<file path="config.mk">
export PLATFORM = sky130hd
export DESIGN_NAME = chan_addr_mapper
export DESIGN_NICKNAME = d
export VERILOG_FILES = /design/src/rtl/chan_map_pkg.sv /design/src/rtl/cfg_hold.sv /design/src/rtl/addr_decode.sv /design/src/rtl/chan_route.sv /design/src/rtl/chan_addr_mapper.sv
export SDC_FILE = /design/constraint.sdc
export NUM_CORES = 1
export LEC_CHECK = 0
export BUFFER_PORTS_ARGS = -buffer_cell sky130_fd_sc_hd__buf_2
export CAP_MARGIN = 10
export CORE_MARGIN = 1.5
export CORE_UTILIZATION = 25
export DETAILED_ROUTE_END_ITERATION = 10
export PLACE_DENSITY = 0.52
export SETUP_SLACK_MARGIN = 0.2
export SYNTH_ARGS = -nofsm -noshare
export SYNTH_HDL_FRONTEND = slang
export SYNTH_HIERARCHICAL = 1
export SYNTH_SLANG_ARGS = --single-unit
</file>
<file path="constraint.sdc">
create_clock -name clk_i -period 9.1 [get_ports clk_i]
set_clock_uncertainty 0.05 [all_clocks]
set_input_delay 0 -clock clk_i [delete_from_list [all_inputs] [get_ports clk_i]]
set_output_delay 0 -clock clk_i [all_outputs]
set_load 0.01 [all_outputs]
</file>
<file path="src/rtl/chan_map_pkg.sv">
package chan_map_pkg;
  typedef enum logic [1:0] {
    MAP_SINGLE = 2'd0,
    MAP_STACK  = 2'd1,
    MAP_ILV    = 2'd2,
    MAP_RSVD   = 2'd3
  } map_mode_e;

  localparam int unsigned NUM_CH = 2;
endpackage

</file>
<file path="src/rtl/cfg_hold.sv">
module cfg_hold
  import chan_map_pkg::*;
#(
  parameter int unsigned CAP_W = 33
) (
  input  logic             clk_i,
  input  logic             rst_ni,
  input  logic             busy_i,
  input  logic [1:0]       mode_i,
  input  logic [CAP_W-1:0] cap_a_i,
  input  logic [CAP_W-1:0] cap_b_i,
  output map_mode_e        mode_o,
  output logic [CAP_W-1:0] cap_a_o,
  output logic [CAP_W-1:0] cap_b_o
);
  always_ff @(posedge clk_i or negedge rst_ni) begin
    if (!rst_ni) begin
      mode_o  <= MAP_SINGLE;
      cap_a_o <= '0;
      cap_b_o <= '0;
    end else if (!busy_i) begin
      mode_o  <= map_mode_e'(mode_i);
      cap_a_o <= cap_a_i;
      cap_b_o <= cap_b_i;
    end
  end

  p_cfg_frozen_r7: assert property (@(posedge clk_i) disable iff (!rst_ni)
    busy_i |=> ($stable(mode_o) && $stable(cap_a_o) && $stable(cap_b_o)));
endmodule

</file>
<file path="src/rtl/addr_decode.sv">
module addr_decode
  import chan_map_pkg::*;
#(
  parameter int unsigned ADDR_W   = 32,
  parameter int unsigned LINE_BIT = 6
) (
  input  map_mode_e         mode_i,
  input  logic [ADDR_W:0]   cap_a_i,
  input  logic [ADDR_W:0]   cap_b_i,
  input  logic [ADDR_W-1:0] addr_i,
  output logic              sel_o,
  output logic              err_o,
  output logic [ADDR_W-1:0] local_o
);
  localparam int unsigned LIM_W = ADDR_W + 2;

  logic [LIM_W-1:0] addr_x, cap_a_x, cap_b_x, min_x, limit;

  always_comb begin
    addr_x  = LIM_W'(addr_i);
    cap_a_x = LIM_W'(cap_a_i);
    cap_b_x = LIM_W'(cap_b_i);
    min_x   = (cap_a_x < cap_b_x) ? cap_a_x : cap_b_x;
    sel_o   = 1'b0;
    local_o = addr_i;
    limit   = cap_a_x;
    case (mode_i)
      MAP_STACK: begin
        limit = cap_a_x + cap_b_x;
        if (addr_x >= cap_a_x) begin
          sel_o   = 1'b1;
          local_o = ADDR_W'(addr_x - cap_a_x);
        end
      end
      MAP_ILV: begin
        limit   = min_x << 1;
        sel_o   = addr_i[LINE_BIT];
        // drop the channel bit, close the gap
        local_o = {1'b0, addr_i[ADDR_W-1:LINE_BIT+1], addr_i[LINE_BIT-1:0]};
      end
      default: ;
    endcase
    err_o = addr_x >= limit;
  end
endmodule

</file>
<file path="src/rtl/chan_route.sv">
module chan_route #(
  parameter int unsigned ADDR_W = 32,
  parameter int unsigned MASK_W = 64,
  parameter bit          CH_ID  = 1'b0
) (
  input  logic              req_valid_i,
  input  logic              sel_i,
  input  logic              err_i,
  input  logic [ADDR_W-1:0] local_i,
  input  logic              we_i,
  input  logic [MASK_W-1:0] mask_i,
  input  logic              ready_i,
  output logic              valid_o,
  output logic              hit_ready_o,
  output logic [ADDR_W-1:0] addr_o,
  output logic              we_o,
  output logic [MASK_W-1:0] mask_o
);
  logic hit;
  assign hit         = !err_i && (sel_i == CH_ID);
  assign valid_o     = req_valid_i && hit;
  assign hit_ready_o = hit && ready_i;
  assign addr_o      = local_i;
  assign we_o        = we_i;
  assign mask_o      = mask_i;
endmodule

</file>
<file path="src/rtl/chan_addr_mapper.sv">
module chan_addr_mapper
  import chan_map_pkg::*;
#(
  parameter int unsigned ADDR_W     = 32,
  parameter int unsigned LINE_BYTES = 64,
  localparam int unsigned LINE_BIT  = $clog2(LINE_BYTES),
  localparam int unsigned MASK_W    = LINE_BYTES,
  localparam int unsigned CAP_W     = ADDR_W + 1
) (
  input  logic              clk_i,
  input  logic              rst_ni,
  input  logic [1:0]        cfg_mode_i,
  input  logic [CAP_W-1:0]  cfg_cap_a_i,
  input  logic [CAP_W-1:0]  cfg_cap_b_i,
  input  logic              req_valid_i,
  output logic              req_ready_o,
  output logic              req_err_o,
  input  logic [ADDR_W-1:0] req_addr_i,
  input  logic              req_we_i,
  input  logic [MASK_W-1:0] req_mask_i,
  output logic              a_valid_o,
  input  logic              a_ready_i,
  output logic [ADDR_W-1:0] a_addr_o,
  output logic              a_we_o,
  output logic [MASK_W-1:0] a_mask_o,
  output logic              b_valid_o,
  input  logic              b_ready_i,
  output logic [ADDR_W-1:0] b_addr_o,
  output logic              b_we_o,
  output logic [MASK_W-1:0] b_mask_o
);
  map_mode_e         mode_q;
  logic [CAP_W-1:0]  cap_a_q, cap_b_q;
  logic              sel, err;
  logic [ADDR_W-1:0] local_addr;

  cfg_hold #(.CAP_W(CAP_W)) u_cfg (
    .clk_i   (clk_i),
    .rst_ni  (rst_ni),
    .busy_i  (req_valid_i),
    .mode_i  (cfg_mode_i),
    .cap_a_i (cfg_cap_a_i),
    .cap_b_i (cfg_cap_b_i),
    .mode_o  (mode_q),
    .cap_a_o (cap_a_q),
    .cap_b_o (cap_b_q)
  );

  addr_decode #(.ADDR_W(ADDR_W), .LINE_BIT(LINE_BIT)) u_dec (
    .mode_i  (mode_q),
    .cap_a_i (cap_a_q),
    .cap_b_i (cap_b_q),
    .addr_i  (req_addr_i),
    .sel_o   (sel),
    .err_o   (err),
    .local_o (local_addr)
  );

  logic [NUM_CH-1:0]             ch_valid, ch_ready, ch_hit_rdy, ch_we;
  logic [NUM_CH-1:0][ADDR_W-1:0] ch_addr;
  logic [NUM_CH-1:0][MASK_W-1:0] ch_mask;

  assign ch_ready = {b_ready_i, a_ready_i};

  for (genvar c = 0; c < NUM_CH; c++) begin : g_ch
    chan_route #(.ADDR_W(ADDR_W), .MASK_W(MASK_W), .CH_ID(c[0])) u_route (
      .req_valid_i (req_valid_i),
      .sel_i       (sel),
      .err_i       (err),
      .local_i     (local_addr),
      .we_i        (req_we_i),
      .mask_i      (req_mask_i),
      .ready_i     (ch_ready[c]),
      .valid_o     (ch_valid[c]),
      .hit_ready_o (ch_hit_rdy[c]),
      .addr_o      (ch_addr[c]),
      .we_o        (ch_we[c]),
      .mask_o      (ch_mask[c])
    );
  end

  assign req_err_o   = req_valid_i && err;
  assign req_ready_o = err || (|ch_hit_rdy);

  assign a_valid_o = ch_valid[0];
  assign a_addr_o  = ch_addr[0];
  assign a_we_o    = ch_we[0];
  assign a_mask_o  = ch_mask[0];
  assign b_valid_o = ch_valid[1];
  assign b_addr_o  = ch_addr[1];
  assign b_we_o    = ch_we[1];
  assign b_mask_o  = ch_mask[1];

  p_one_chan_r5: assert property (@(posedge clk_i) disable iff (!rst_ni)
    $onehot0({a_valid_o, b_valid_o, req_err_o}));
  p_err_no_fwd_r4: assert property (@(posedge clk_i) disable iff (!rst_ni)
    req_err_o |-> (req_ready_o && !a_valid_o && !b_valid_o));
  p_single_a_r1: assert property (@(posedge clk_i) disable iff (!rst_ni)
    (mode_q == MAP_SINGLE || mode_q == MAP_RSVD) |-> !b_valid_o);
  p_ready_a_r5: assert property (@(posedge clk_i) disable iff (!rst_ni)
    a_valid_o |-> (req_ready_o == a_ready_i));
  p_ready_b_r5: assert property (@(posedge clk_i) disable iff (!rst_ni)
    b_valid_o |-> (req_ready_o == b_ready_i));
  p_fwd_now_r9: assert property (@(posedge clk_i) disable iff (!rst_ni)
    (req_valid_i && !req_err_o) |-> (a_valid_o || b_valid_o));
endmodule

</file>
==> flow_metrics.tcl <==
set metrics [dict create \
    grt_usage 0.177 \
    grt_max_degree 64 \
    postLayoutCoreUtil 0.292 \
    grt_pass1_vias 9388 \
    syn-num-nets 1576 \
    post_cts_buffers 0 \
    synth_mux_area_frac 0.103 \
    yosys_most_used_dff "dfrtp_1" \
    synth-compound-area-share 0.213 \
    cp_data_arrival_time_ps 6790 \
    syn-cell-area_mm2 0.0106 \
    cts_max_path_buffers 2 \
    area_delta_synth_final_pct 15.7 \
    critPathLaunchType "flop" \
    clk_pin_slew_worst_paths_ps 60 \
    yosys.area_share.adder 0.160 \
    die_y_um 208 \
    dp.cells 1751 \
    fmaxAchievable_mhz 146 \
    finalPower_mw 1.90 \
    power_density_mw_per_mm2 155 \
    r2r_end "u_cfg/cap_a_o[1]" \
    swShare 0.436 \
    ctsHoldBuffers 141 \
    period_minus_slack_ps 6840 \
    cts_root_buf "clkbuf_16" \
    ctsHtreeMaxLevel 3 \
    grt_antenna_before_repair 2 \
    die_area_mm2 0.0435 \
    synth_enable_flop_cells 0 \
    drtIter0Drc 520 \
    critPathKind "reg -> out" \
    layout_common_cells "172 x buf_2, 141 x dlygate4sd3_1, 132 x ha_1" \
    internal-power_mw 1.07 \
    io_pins 368 \
    holdWs_ps 296 \
    ctsResizeCount 0 \
    slew_violations 0 \
    grt_first_pass_wirelength_um 58600 \
    fin_crit_sh 0.752 \
    synth_largest_area_cell "dfrtp_1" \
    rsz0062_at_grt "no" \
    ir_drop_mv 0.0883 \
    max_slew_margin 0.341 \
    p_sw_uw 828 \
    insertion_delay_ps 350 \
    min_path_type "in -> async" \
    syn_area_per_cell_um2 8.30 \
    leakagePower_nw 5.72 \
    globalplace.congestion 0.859 \
    design_area_mm2 0.0122 \
    cts_sinks 68 \
    ant_nets 0 \
    yosysSeqAreaShare 0.161 \
    grt-ovfl-total 0 \
    cp_max_fo 28 \
    fin_setup_tns_ps 0 \
    fillers 4502 \
    vias_per_cell 4.99 \
    synth_seq_cells 68 \
    syn_inst 1272 \
    cts_made_buffers 9 \
    worst_slew_pin_slew_ps 989 \
    finalWorstSetupSlack_ps 2260 \
    worst-r2r-setup-slack_ps 7640 \
    fin_cells 1910 \
    async_flop_share 1.00 \
    cap_violations 0 \
    yosysUniqueCellTypes 77 \
    yosys.area.top_type_share 0.161 \
    core_area_mm2 0.0418 \
    status "finished clean" \
    power_frac_seq 0.199 \
    cp.required_ps 9050 \
    ys_warn_count 6 \
    final_common_cell "buf_2" \
    hold_violations 0 \
    dr.pass1.iters 5 \
    start_util 0.253 \
    crit_path_end "req_ready_o" \
    nets 1668 \
    dp_slack_ps 2640 \
    io_buffers 172 \
    drive_above_1_share 0.210 \
    combPwrFrac 0.581 \
    cts_tree "built" \
    dieWidth_um 208 \
    power_frac_clock 0.220 \
    critical_path.startpoint "u_cfg/cap_a_o[30]" \
    reg2reg_from "u_cfg/cap_a_o[1]" \
    dr_total_vias 9535 \
    synthTopCellsByArea "dfrtp_1 16%, ha_1 16%, buf_4 14%" \
    setup_viol 0 \
    synth_top_family_by_area "compound AO/OA/AOI/OAI gates" \
    endpoint_kind "primary output" \
    synth_xor_area_frac 0.0440 \
    wire_per_inst_um 20.6 \
    ff2ff_path_depth 2 \
    wirelength_um 39400 \
    row_count 75 \
    synth-simple-area-share 0.118 \
    dpl_cell_area_mm2 0.0104 \
    hpwl_um 32900 \
    drcViolationCount 0 \
]
-- how the worst min path moves through the flow --
stage                       start                end  slack [ps]  cells past startpoint
floorplan                  rst_ni   u_cfg/cap_a_o[0]        -350                      0
global placement           rst_ni  u_cfg/cap_a_o[32]        -200                      1
detailed placement         rst_ni  u_cfg/cap_a_o[32]        -190                      1
CTS                 req_addr_i[0]        a_addr_o[0]         310                      3
global route        req_addr_i[0]        a_addr_o[0]         330                      3
finish                     rst_ni  u_cfg/cap_a_o[31]         300                      3
-- logic make-up (layout without fill, tap and decap cells) --
kind of cell	after synthesis	count (layout)
DFF	68	68
other	0	2
adders and majority gates	134	134
buffers and inverters	344	441
muxes	92	92
and+or+nand+nor	256	256
xor gates and xnor gates	53	53
AOI/OAI and AO/OA	325	325
-- metal layers --
| metal | global-route usage | share of wire | routed length, µm |
|---|---|---|---|
| met5 | 0 | 0 | 0 |
| met4 | 0.0654 | 0.028 | 1100 |
| met3 | 0.0225 | 0.049 | 1940 |
| met2 | 0.300 | 0.47 | 18600 |
| met1 | 0.230 | 0.45 | 17700 |
-- worst max-delay path, cell delays in order, from the launching register on --
cell and delay (ps):
dfrtp_1 450, ha_1 510, nand3_1 150, a2111oi_0 440, o21ai_0 270, o31ai_4 910
buf_4 490, mux2i_1 230, a221o_1 160, o21ai_0 100, ha_1 320, a21o_1 120
a21o_1 100, a21oi_1 50, or3_1 300, o2111ai_1 160, a21oi_1 60, o21ai_0 160
o31ai_1 90, a211oi_1 610, and3b_1 250, or3_1 330, buf_2 140
-- final cells by class --
class                   count  area, µm²  share of cell area
clock buffers              10        239              0.0196
inverters                 102        383              0.0313
diodes                      2       5.00            0.000410
repair buffers            323       2350               0.192
clock inverters             6        111             0.00912
well taps                 539        674              0.0552
flip-flops and latches     68       1700               0.139
multi-input cells         860       6750               0.553
-- flip-flops by register name (all words and copies together) (netlist names) --
register	flops
u_cfg/cap_b_o	33
u_cfg/cap_a_o	33
u_cfg/mode_o	2
-- cells in the mapped netlist, types with 6 or more instances --
cell type and count:
buf_6 6, ha_1 132, o21bai_1 7, nand3_1 16, o21ai_0 64, buf_2 14, a31oi_1 6, a21o_1 25
dfrtp_1 68, nor2b_1 11, nor2_1 81, nor4_1 7, xor2_1 20, o31ai_1 13, and3_1 8, o21a_1 10
nor3_1 20, buf_4 197, mux2_4 20, a221o_1 30, a21oi_1 80, inv_1 102, a211oi_1 11, nand2_1 58
clkbuf_1 23, a221oi_1 7, xnor2_1 33, nand2b_1 10, mux2i_1 23, mux2_2 49, a222oi_1 7, nand4_1 15
-- power by group through the flow --
stage / sequential [mW] / clock (mW) / combinational [mW]
2_1_floorplan: 0.365 / 0 / 0.840
3_3_place_gp: 0.379 / 0 / 1.02
3_5_place_dp: 0.383 / 0 / 1.02
4_1_cts: 0.377 / 0.434 / 1.10
5_1_grt: 0.384 / 0.441 / 1.21
6_report: 0.377 / 0.418 / 1.10
No activity file was read; power rests on OpenSTA's default activity.
